File: config.mk
export PLATFORM = sky130hd
export DESIGN_NAME = dpsk8_tx
export DESIGN_NICKNAME = d
export VERILOG_FILES = /design/src/rtl/dpsk8_pkg.sv /design/src/rtl/dpsk8_packer.sv /design/src/rtl/dpsk8_phase_seq.sv /design/src/rtl/dpsk8_mixer.sv /design/src/rtl/dpsk8_tx.sv
export SDC_FILE = /design/constraint.sdc
export NUM_CORES = 1
export LEC_CHECK = 0
export BUFFER_PORTS_ARGS = -buffer_cell sky130_fd_sc_hd__buf_2
export CAP_MARGIN = 20
export CELL_PAD_IN_SITES_DETAIL_PLACEMENT = 0
export CELL_PAD_IN_SITES_GLOBAL_PLACEMENT = 1
export CORE_ASPECT_RATIO = 0.75
export CORE_UTILIZATION = 52
export DETAILED_ROUTE_END_ITERATION = 10
export GPL_ROUTABILITY_DRIVEN = 0
export PLACE_DENSITY = 0.86
export SYNTH_ARGS = -nofsm -noshare
export SYNTH_HDL_FRONTEND = slang
export SYNTH_SLANG_ARGS = --single-unit
File: constraint.sdc
create_clock -name clk -period 19 [get_ports clk]
set_input_delay 2.85 -clock clk [delete_from_list [all_inputs] [get_ports clk]]
set_output_delay 2.85 -clock clk [all_outputs]
set_load 0.03 [all_outputs]
File: src/rtl/dpsk8_pkg.sv
package dpsk8_pkg;

    localparam int SMP_W     = 8;
    localparam int HALF_LEN  = 6;
    localparam int ENV_LEN   = 2 * HALF_LEN;
    localparam int PH_W      = 3;
    localparam int ANG_STEPS = 16;
    localparam int WIN_SHIFT = 8;
    localparam int WIN_PEAK  = 1 << WIN_SHIFT;
    localparam int WIN_BASE  = 32;
    localparam int WIN_RISE  = 64;
    localparam int SLOT_W    = $clog2(HALF_LEN);
    localparam int SMP_MAX   = (1 << (SMP_W - 1)) - 1;
    localparam int SMP_MIN   = -(1 << (SMP_W - 1));

    typedef logic [2:0]              tribit_t;
    typedef logic [PH_W-1:0]         phase_t;
    typedef logic signed [SMP_W-1:0] sample_t;
    typedef logic [SLOT_W-1:0]       slot_t;

    typedef enum logic [PH_W-1:0] {
        ADV_0   = 3'd0, ADV_45  = 3'd1, ADV_90  = 3'd2, ADV_135 = 3'd3,
        ADV_180 = 3'd4, ADV_225 = 3'd5, ADV_270 = 3'd6, ADV_315 = 3'd7
    } advance_e;

    typedef struct packed {
        phase_t head_ph;
        phase_t tail_ph;
        logic   tail_on;
        logic   start;
        logic   filler;
        slot_t  slot;
    } sym_ctx_t;

    localparam tribit_t FILL_CODE = 3'b001;

    function automatic advance_e step_of(tribit_t t);
        case (t)
            3'b001:  return ADV_0;
            3'b000:  return ADV_45;
            3'b010:  return ADV_90;
            3'b011:  return ADV_135;
            3'b111:  return ADV_180;
            3'b110:  return ADV_225;
            3'b100:  return ADV_270;
            default: return ADV_315;
        endcase
    endfunction

    function automatic int cos_mag(int j);
        case (j)
            0:       return 127;
            1:       return 117;
            2:       return 90;
            3:       return 49;
            default: return 0;
        endcase
    endfunction

    function automatic int cos_q(int i);
        if (i <= 4)       return cos_mag(i);
        else if (i <= 8)  return -cos_mag(8 - i);
        else if (i <= 12) return -cos_mag(i - 8);
        else              return cos_mag(ANG_STEPS - i);
    endfunction

    function automatic int win_of(int k);
        int up;
        int dn;
        int m;
        up = WIN_BASE + WIN_RISE * k;
        dn = WIN_BASE + WIN_RISE * (ENV_LEN - 1 - k);
        m  = (up < dn) ? up : dn;
        return (m > WIN_PEAK) ? WIN_PEAK : m;
    endfunction

    function automatic int group_val(phase_t p, int k);
        int idx;
        idx = (2 * int'(p) + 3 * k) % ANG_STEPS;
        return (cos_q(idx) * win_of(k)) >>> WIN_SHIFT;
    endfunction

    function automatic sample_t sat_smp(int v);
        if (v > SMP_MAX)      return sample_t'(SMP_MAX);
        else if (v < SMP_MIN) return sample_t'(SMP_MIN);
        else                  return sample_t'(v);
    endfunction

endpackage

File: src/rtl/dpsk8_packer.sv
module dpsk8_packer
    import dpsk8_pkg::*;
(
    input  logic    clk,
    input  logic    rst,
    input  logic    bit_i,
    input  logic    bit_vld_i,
    output logic    bit_rdy_o,
    input  logic    take_i,
    output logic    avail_o,
    output tribit_t tribit_o
);
    localparam logic [1:0] FULL = 2'd3;

    logic [1:0] cnt_q;
    tribit_t    sh_q;
    logic       accept;

    assign bit_rdy_o = (cnt_q != FULL);
    assign avail_o   = (cnt_q == FULL);
    assign tribit_o  = sh_q;
    assign accept    = bit_vld_i && bit_rdy_o;

    always_ff @(posedge clk) begin
        if (rst) begin
            cnt_q <= '0;
            sh_q  <= '0;
        end else if (take_i && avail_o) begin
            cnt_q <= '0;
        end else if (accept) begin
            sh_q  <= {sh_q[1:0], bit_i};
            cnt_q <= cnt_q + 2'd1;
        end
    end

    // a full packer keeps its bits until a symbol takes them
    a_r2_hold_full: assert property (@(posedge clk) disable iff (rst)
        (avail_o && !take_i) |=> (avail_o && $stable(sh_q)));

endmodule

File: src/rtl/dpsk8_phase_seq.sv
module dpsk8_phase_seq
    import dpsk8_pkg::*;
(
    input  logic     clk,
    input  logic     rst,
    input  logic     strobe_i,
    input  logic     avail_i,
    input  tribit_t  tribit_i,
    output logic     take_o,
    output sym_ctx_t ctx_o
);
    slot_t  slot_q;
    phase_t cur_q;
    phase_t prev_q;
    logic   ok_q;
    logic   started_q;
    logic   fill_q;

    logic    start;
    tribit_t code;
    phase_t  nxt;

    assign start  = strobe_i && (slot_q == '0);
    assign take_o = start;
    assign code   = avail_i ? tribit_i : FILL_CODE;
    assign nxt    = cur_q + phase_t'(step_of(code));

    always_comb begin
        ctx_o.head_ph = start ? nxt : cur_q;
        ctx_o.tail_ph = start ? cur_q : prev_q;
        ctx_o.tail_on = start ? started_q : ok_q;
        ctx_o.start   = start;
        ctx_o.filler  = start ? !avail_i : fill_q;
        ctx_o.slot    = slot_q;
    end

    always_ff @(posedge clk) begin
        if (rst) begin
            slot_q    <= '0;
            cur_q     <= '0;
            prev_q    <= '0;
            ok_q      <= 1'b0;
            started_q <= 1'b0;
            fill_q    <= 1'b0;
        end else if (strobe_i) begin
            slot_q <= (slot_q == slot_t'(HALF_LEN - 1)) ? '0 : slot_q + slot_t'(1);
            if (start) begin
                cur_q     <= nxt;
                prev_q    <= cur_q;
                ok_q      <= started_q;
                started_q <= 1'b1;
                fill_q    <= !avail_i;
            end
        end
    end

    // six strobes per symbol
    a_r4_slot_wrap: assert property (@(posedge clk) disable iff (rst)
        (strobe_i && slot_q == slot_t'(HALF_LEN - 1)) |=> (slot_q == '0));

    // absolute phase moves only when a symbol starts
    a_r3_phase_still: assert property (@(posedge clk) disable iff (rst)
        !start |=> $stable(cur_q));

    // a start without a full tribit marks the symbol as filler
    a_r7_fill_flag: assert property (@(posedge clk) disable iff (rst)
        (start && !avail_i) |=> fill_q);

endmodule

File: src/rtl/dpsk8_mixer.sv
module dpsk8_mixer
    import dpsk8_pkg::*;
(
    input  logic     clk,
    input  logic     rst,
    input  logic     strobe_i,
    input  sym_ctx_t ctx_i,
    output sample_t  sample_o,
    output logic     vld_o,
    output logic     first_o,
    output logic     under_o
);
    int      tail_v;
    int      head_v;
    sample_t mix;

    always_comb begin
        tail_v = ctx_i.tail_on ? group_val(ctx_i.tail_ph, int'(ctx_i.slot) + HALF_LEN) : 0;
        head_v = group_val(ctx_i.head_ph, int'(ctx_i.slot));
        mix    = sat_smp(tail_v + head_v);
    end

    always_ff @(posedge clk) begin
        if (rst) begin
            sample_o <= '0;
            vld_o    <= 1'b0;
            first_o  <= 1'b0;
            under_o  <= 1'b0;
        end else begin
            vld_o   <= strobe_i;
            first_o <= strobe_i && ctx_i.start;
            if (strobe_i) begin
                sample_o <= mix;
                under_o  <= ctx_i.filler;
            end
        end
    end

    // one valid pulse per strobe
    a_r8_vld_pulse: assert property (@(posedge clk) disable iff (rst)
        strobe_i |=> vld_o);
    a_r8_no_spurious: assert property (@(posedge clk) disable iff (rst)
        !strobe_i |=> !vld_o);
    // a symbol mark always rides on a valid sample
    a_r4_first_valid: assert property (@(posedge clk) disable iff (rst)
        first_o |-> vld_o);

endmodule

File: src/rtl/dpsk8_tx.sv
module dpsk8_tx
    import dpsk8_pkg::*;
(
    input  logic                    clk,
    input  logic                    rst,
    input  logic                    bit_i,
    input  logic                    bit_vld_i,
    output logic                    bit_rdy_o,
    input  logic                    smp_stb_i,
    output logic signed [SMP_W-1:0] sample_o,
    output logic                    sample_vld_o,
    output logic                    sym_start_o,
    output logic                    underrun_o
);
    logic     take;
    logic     avail;
    tribit_t  tribit;
    sym_ctx_t ctx;

    dpsk8_packer u_packer (
        .clk       (clk),
        .rst       (rst),
        .bit_i     (bit_i),
        .bit_vld_i (bit_vld_i),
        .bit_rdy_o (bit_rdy_o),
        .take_i    (take),
        .avail_o   (avail),
        .tribit_o  (tribit)
    );

    dpsk8_phase_seq u_seq (
        .clk      (clk),
        .rst      (rst),
        .strobe_i (smp_stb_i),
        .avail_i  (avail),
        .tribit_i (tribit),
        .take_o   (take),
        .ctx_o    (ctx)
    );

    dpsk8_mixer u_mix (
        .clk      (clk),
        .rst      (rst),
        .strobe_i (smp_stb_i),
        .ctx_i    (ctx),
        .sample_o (sample_o),
        .vld_o    (sample_vld_o),
        .first_o  (sym_start_o),
        .under_o  (underrun_o)
    );

endmodule

# Yosys cells after proc, flatten, opt, wreduce, memory -nomap -nowiden
# Cells that the tools add are included.
[word_totals]
ff_bits = 27
output_inout_bits = 12
wordCells = 143
[classes]
addsub = 23
mul = 4
n_lt_le_gt_ge = 12
n_eq_ne = 33
n_mux = 37
bitwise_logic = 3
n_reduce_logical = 20
[op_table]
columns = ["cell", "n"]
rows = [
  ["$mux 32", 21],
  ["$eq 32x2->1 const B", 16],
  ["$eq 32x1->1 const B", 8],
  ["$logic_not 32->1", 8],
  ["$pmux 7 s4", 8],
  ["$neg 32->32", 4],
  ["$add 7x32->32 const A", 3],
  ["$add 5x32->32", 2],
  ["$gt 32x10->1 const B", 2],
  ["$lt 32x32->1", 2],
  ["$mul 32x32->32", 2],
  ["$add 32x24->32", 1],
  ["$gt 32x8->1 const B", 1],
  ["$lt 32x8->1 const B", 1],
  ["$mul 3x32->32 const A", 1],
  ["$sub 5x26->26 const A", 1],
  ["$pmux 3 s7", 1],
  ["$le 5x5->1 const B", 4],
  ["$mux 8", 2],
  ["$sub 6x5->7 const A", 2],
  ["$eq 3x3->1 const B", 4],
  ["$mux 3", 4],
  ["$sub 5x5->6 const A", 2],
  ["$sub 5x5->6 const B", 2],
  ["21 further kinds", 30],
]

# Depth between registers and ports, before layout
[depth]
ltp_word = 24
ltp_mapped = 61

# Modules after synthesis
# A second synthesis with hierarchy kept.
[hier_totals]
cells_unflattened = 1775
hier_area_um2 = 15891.5
[modules_own_cells]
columns = ["mod", "instances", "cells_per_inst", "area_each_um2", "seq_area_each_um2"]
rows = [
  ["dpsk8_mixer", 1, 1695, 15046.9, 220.2],
  ["dpsk8_phase_seq", 1, 58, 594.3, 240.2],
  ["dpsk8_packer", 1, 22, 250.2, 100.1],
]

# Worst setup path before layout
# Ideal clock, no wire load.
[synth_path]
kind = "input to register"
from = "input port smp_stb_i"
to = "register u_mix.sample_o[2]"
setup_ns = 0.122
t_arrival_ns = 14.684
required_ns = 18.878
slack_ns = 4.194
path_stages = 53
cell_sequence = "clkbuf_1 > and3_1 > clkbuf_1 > nand2_1 > nand2_1 > fa_1 > ha_1 > xnor2_1 > xnor2_1 > xnor2_1 > buf_6 > clkbuf_1 > a22oi_1 > or2_2 > ha_1 > and3b_1 > ha_1 > nand3b_1 > [17 not listed] > and3_1 > a21oi_1 > a31oi_1 > a21o_1 > a21oi_1 > xor2_1 > nor2_1 > ha_1 > and3_1 > and2_1 > nand3_1 > a21boi_1 > a211o_1 > o311ai_2 > or4_1 > a21oi_2 > nor3_1 > a221o_1"
[synth_lines]
columns = ["item", "line", "rtl"]
rows = [
  ["start, declared", "dpsk8_tx.sv:9", "input logic smp_stb_i,"],
  ["end signal, assigned", "dpsk8_mixer.sv:33", "sample_o <= mix;"],
  ["end, declared", "dpsk8_mixer.sv:8", "output sample_t sample_o,"],
]

==> run summary <==
============================================================================
Count of flip-flops with a built-in enable after synthesis ....            0
Remaining global-route overflow ...............................            0
Slew at the pin closest to its max-slew limit .................     0.940 ns
Wire length of the first global-routing pass ..................      62.8 mm
Status ........................................................ complete, no violations
Total leakage power ...........................................      9.06 nW
Register area .................................................    541 sq um
Unique cell type count in the Yosys netlist ...................           86
Reg-to-reg setup timing slack .................................      5.06 ns
Critical-path maximum fanout ..................................           21
Top_reg_cell synth ............................................ sky130_fd_sc_hd__dfxtp_1
Met3 routed WL ................................................      3.69 mm
Count of buffer and inverter cells on the critical path .......            7
Post-synth design cell area ...................................  15800 sq um
Type of the most critical hold path ...........................      reg2reg
Largest net degree at the start of global routing .............           45
DRC violations left ...........................................            0
Total global-route track usage ................................        25.6%
Die X .........................................................       203 um
Row count .....................................................           54
Routed metal-1 wirelength .....................................      18.9 mm
Post-synthesis sequential area ratio ..........................        3.43%
Remaining max-slew budget at the tightest pin .................        37.3%
ANT nets after route ..........................................            0
Most common library cells after synthesis ..................... sky130_fd_sc_hd__inv_1 (414), sky130_fd_sc_hd__ha_1 (299), sky130_fd_sc_hd__fa_1 (257), sky130_fd_sc_hd__nor2_1 (105), sky130_fd_sc_hd__nand2_1 (95)
Ys Warns ......................................................            0
Top-area cell type share of the netlist area ..................        32.6%
I/O Buffers ...................................................           16
Count of final setup violators ................................            0
Peak supply drop ..............................................    0.0757 mV
Detailed placer's ending HPWL .................................      33.8 mm
Clock insertion delay at the later pin of the skew report .....      0.27 ns
Final-layout fill cell count ..................................         2672
Share of layout cells above drive strength 1 ..................        3.13%
Wirelength, routed ............................................      37.3 mm
Routed wire per std cell ......................................      17.1 um
Post-route minimum period .....................................     15.47 ns
Most frequent cell after synthesis ............................ sky130_fd_sc_hd__inv_1
Post-route clock period utilization ...........................        81.4%
RSZ-0062 raised after global routing ..........................        false
Total number of clock tree sinks ..............................           27
Die height ....................................................       153 um
Multi-input gate area .........................................  13500 sq um
Count of max-cap constraint violations ........................            0
Cell class contributing the biggest share of worst-path delay .  adder cells
Std-Cell Core Area ............................................  29500 sq um
Initial antenna violation count ...............................            1
Synthesized area per cell .....................................   8.79 sq um
Setup slack after layout ......................................      3.53 ns
Post-cts resize count .........................................            0
Total Die Area ................................................  31000 sq um
Leading area contributor after synthesis ...................... sky130_fd_sc_hd__fa_1
I/O pin count .................................................           17
Cells after synthesis .........................................         1795
Number of setup buffers added after CTS .......................            0
Detailed-router iteration count before antenna repair .........            5
Clock tree buffer depth .......................................            2
Setup slack after placement ...................................      3.45 ns
Vias per inst .................................................         5.45
Initial DRC count .............................................          924
CTS clock-pin slew for the worst setup and hold paths .........      0.07 ns
Number of slew-limit violations in the final report ...........            0
Fraction of registers with async set/reset ....................           0%
Worst setup EP type ...........................................    flip-flop
Path type of the worst setup path .............................       in2reg
Final hold violations .........................................            0
Layout overhead on the synthesized area .......................        3.39%
Launching element type of the critical path ...................   input port
Non-Filler Instances ..........................................         2179
Setup TNS .....................................................         0 ns
Antenna Diode Count ...........................................            0
Top routing layer in use ......................................         met5
Met2 wire len .................................................      14.3 mm
Cells taking the most area after synthesis .................... sky130_fd_sc_hd__fa_1 (33%), sky130_fd_sc_hd__ha_1 (24%), sky130_fd_sc_hd__inv_1 (9.8%)
Slowest cell on the critical path ............................. sky130_fd_sc_hd__fa_1
Largest incremental delay on the critical path ................      0.61 ns
Required time of the worst setup path .........................     19.16 ns
Number of global-route vias before repair .....................        11941
Clock Skews ...................................................   0.00723 ns
Flops & latches, synth ........................................           27
Htree depth ...................................................            1
Cell area power density ....................................... 75.1 nW/um^2
Initial cell density of the core ..............................        53.6%
Number of buffers created by CTS ..............................            3
Arr. time, crit path ..........................................     15.64 ns
Via count .....................................................        11876
Cell Count Post-Placement .....................................         2175
Highest achievable clock rate .................................   0.0646 GHz
Final-stage net count .........................................         2349
TritonCTS clock tree ..........................................        built
Clock root buffer ............................................. sky130_fd_sc_hd__clkbuf_16
Total of hold buffers inserted after clock tree synthesis .....            0
============================================================================
[per-layer routing]
layer  up-vias  GRT usage (%)
met5         -              0
li1       5764              -
met1      5725           41.0
met3        28           7.78
met4         2           2.69
met2       357           33.9
[cells by family after synthesis]
family,share of synthesized area (%)
AO/OA/AOI/OAI,11.0
XOR/XNOR,4.61
adder cells (fa/ha/maj),56.3
buffers and inverters,11.2
flip-flops,3.43
multiplexers,0.603
other,0.0238
AND/OR/NAND/NOR,12.8
[worst register-to-register path, delay by kind of cell, from the launching register on]
family	cells	cell delay (ns)
AOI/OAI and AO/OA	12	2.59
adders and majority gates	15	6.29
xor gates and xnor gates	5	0.83
muxes	1	0.13
DFF	1	0.60
buffers and inverters	7	0.74
and+or+nand+nor	13	2.65
[flip-flops by register name, summed over array words and instances, names as in the netlist]
signal	count
u_mix.first_o	1
u_mix.sample_o	8
u_mix.vld_o	1
u_packer.cnt_q	2
u_packer.tribit_o	3
u_seq.cur_q	3
u_seq.fill_q	1
u_seq.ok_q	1
u_seq.prev_q	3
u_seq.slot_q	3
u_seq.started_q	1
[placed cells by master (no fill, tap or decap), types with 10 or more instances in the layout]
cell type and count:
sky130_fd_sc_hd__xor2_1 23, sky130_fd_sc_hd__a211oi_1 11, sky130_fd_sc_hd__xnor2_1 60, sky130_fd_sc_hd__nand2b_1 22, sky130_fd_sc_hd__nand3_1 22, sky130_fd_sc_hd__a21o_1 19, sky130_fd_sc_hd__o21a_1 10, sky130_fd_sc_hd__and2_1 19
sky130_fd_sc_hd__nor4_1 13, sky130_fd_sc_hd__conb_1 12, sky130_fd_sc_hd__a21oi_1 77, sky130_fd_sc_hd__nand2_1 95, sky130_fd_sc_hd__ha_1 299, sky130_fd_sc_hd__inv_1 414, sky130_fd_sc_hd__nor3_1 34, sky130_fd_sc_hd__and3_1 19
sky130_fd_sc_hd__fa_1 257, sky130_fd_sc_hd__nor2_1 105, sky130_fd_sc_hd__nor2b_1 34, sky130_fd_sc_hd__o21ai_0 36, sky130_fd_sc_hd__a31oi_1 11, sky130_fd_sc_hd__dfxtp_1 27, sky130_fd_sc_hd__buf_2 16
[worst paths after layout]
check / end / depth (start not counted) / from
setup reg to reg: u_mix.sample_o[2] / 53 / u_seq.slot_q[2]
setup / recovery: u_mix.sample_o[2] / 54 / smp_stb_i
hold reg to reg: u_mix.sample_o[7] / 2 / u_mix.sample_o[7]
hold / removal: u_mix.sample_o[7] / 2 / u_mix.sample_o[7]
[power by group]
part,internal [mW],leakage (nW),total (mW),switching [mW]
logic,0.433,8.80,1.10,0.669
registers,0.0648,0.222,0.0728,0.00800
clock network,0.0287,0.0371,0.0501,0.0214
total,0.527,9.06,1.23,0.699
[metrics by stage]
step / cell area [sq um] / utilization [%] / hold WS [ns] / total power [mW]
6_report: 16300 / 55.4 / 0.494 / 1.23
4_1_cts: 16300 / 55.4 / 0.495 / 1.22
3_3_place_gp: 16200 / 55.1 / 0.474 / 1.15
3_5_place_dp: 16200 / 55.1 / 0.479 / 1.16
2_1_floorplan: 15800 / - / 0.440 / 0.920
5_1_grt: 16300 / 55.4 / 0.510 / 1.37
[layout make-up]
type                       instances  share of cell area (%)
multi-input combinational       1319                    82.9
inverter                         415                    9.55
sequential                        27                    3.31
tap                              392                    3.01
timing repair buffer              22                   0.767
clock buffer                       3                   0.460
clock inverter                     1                  0.0460
(Power assumes the default switching activity.)
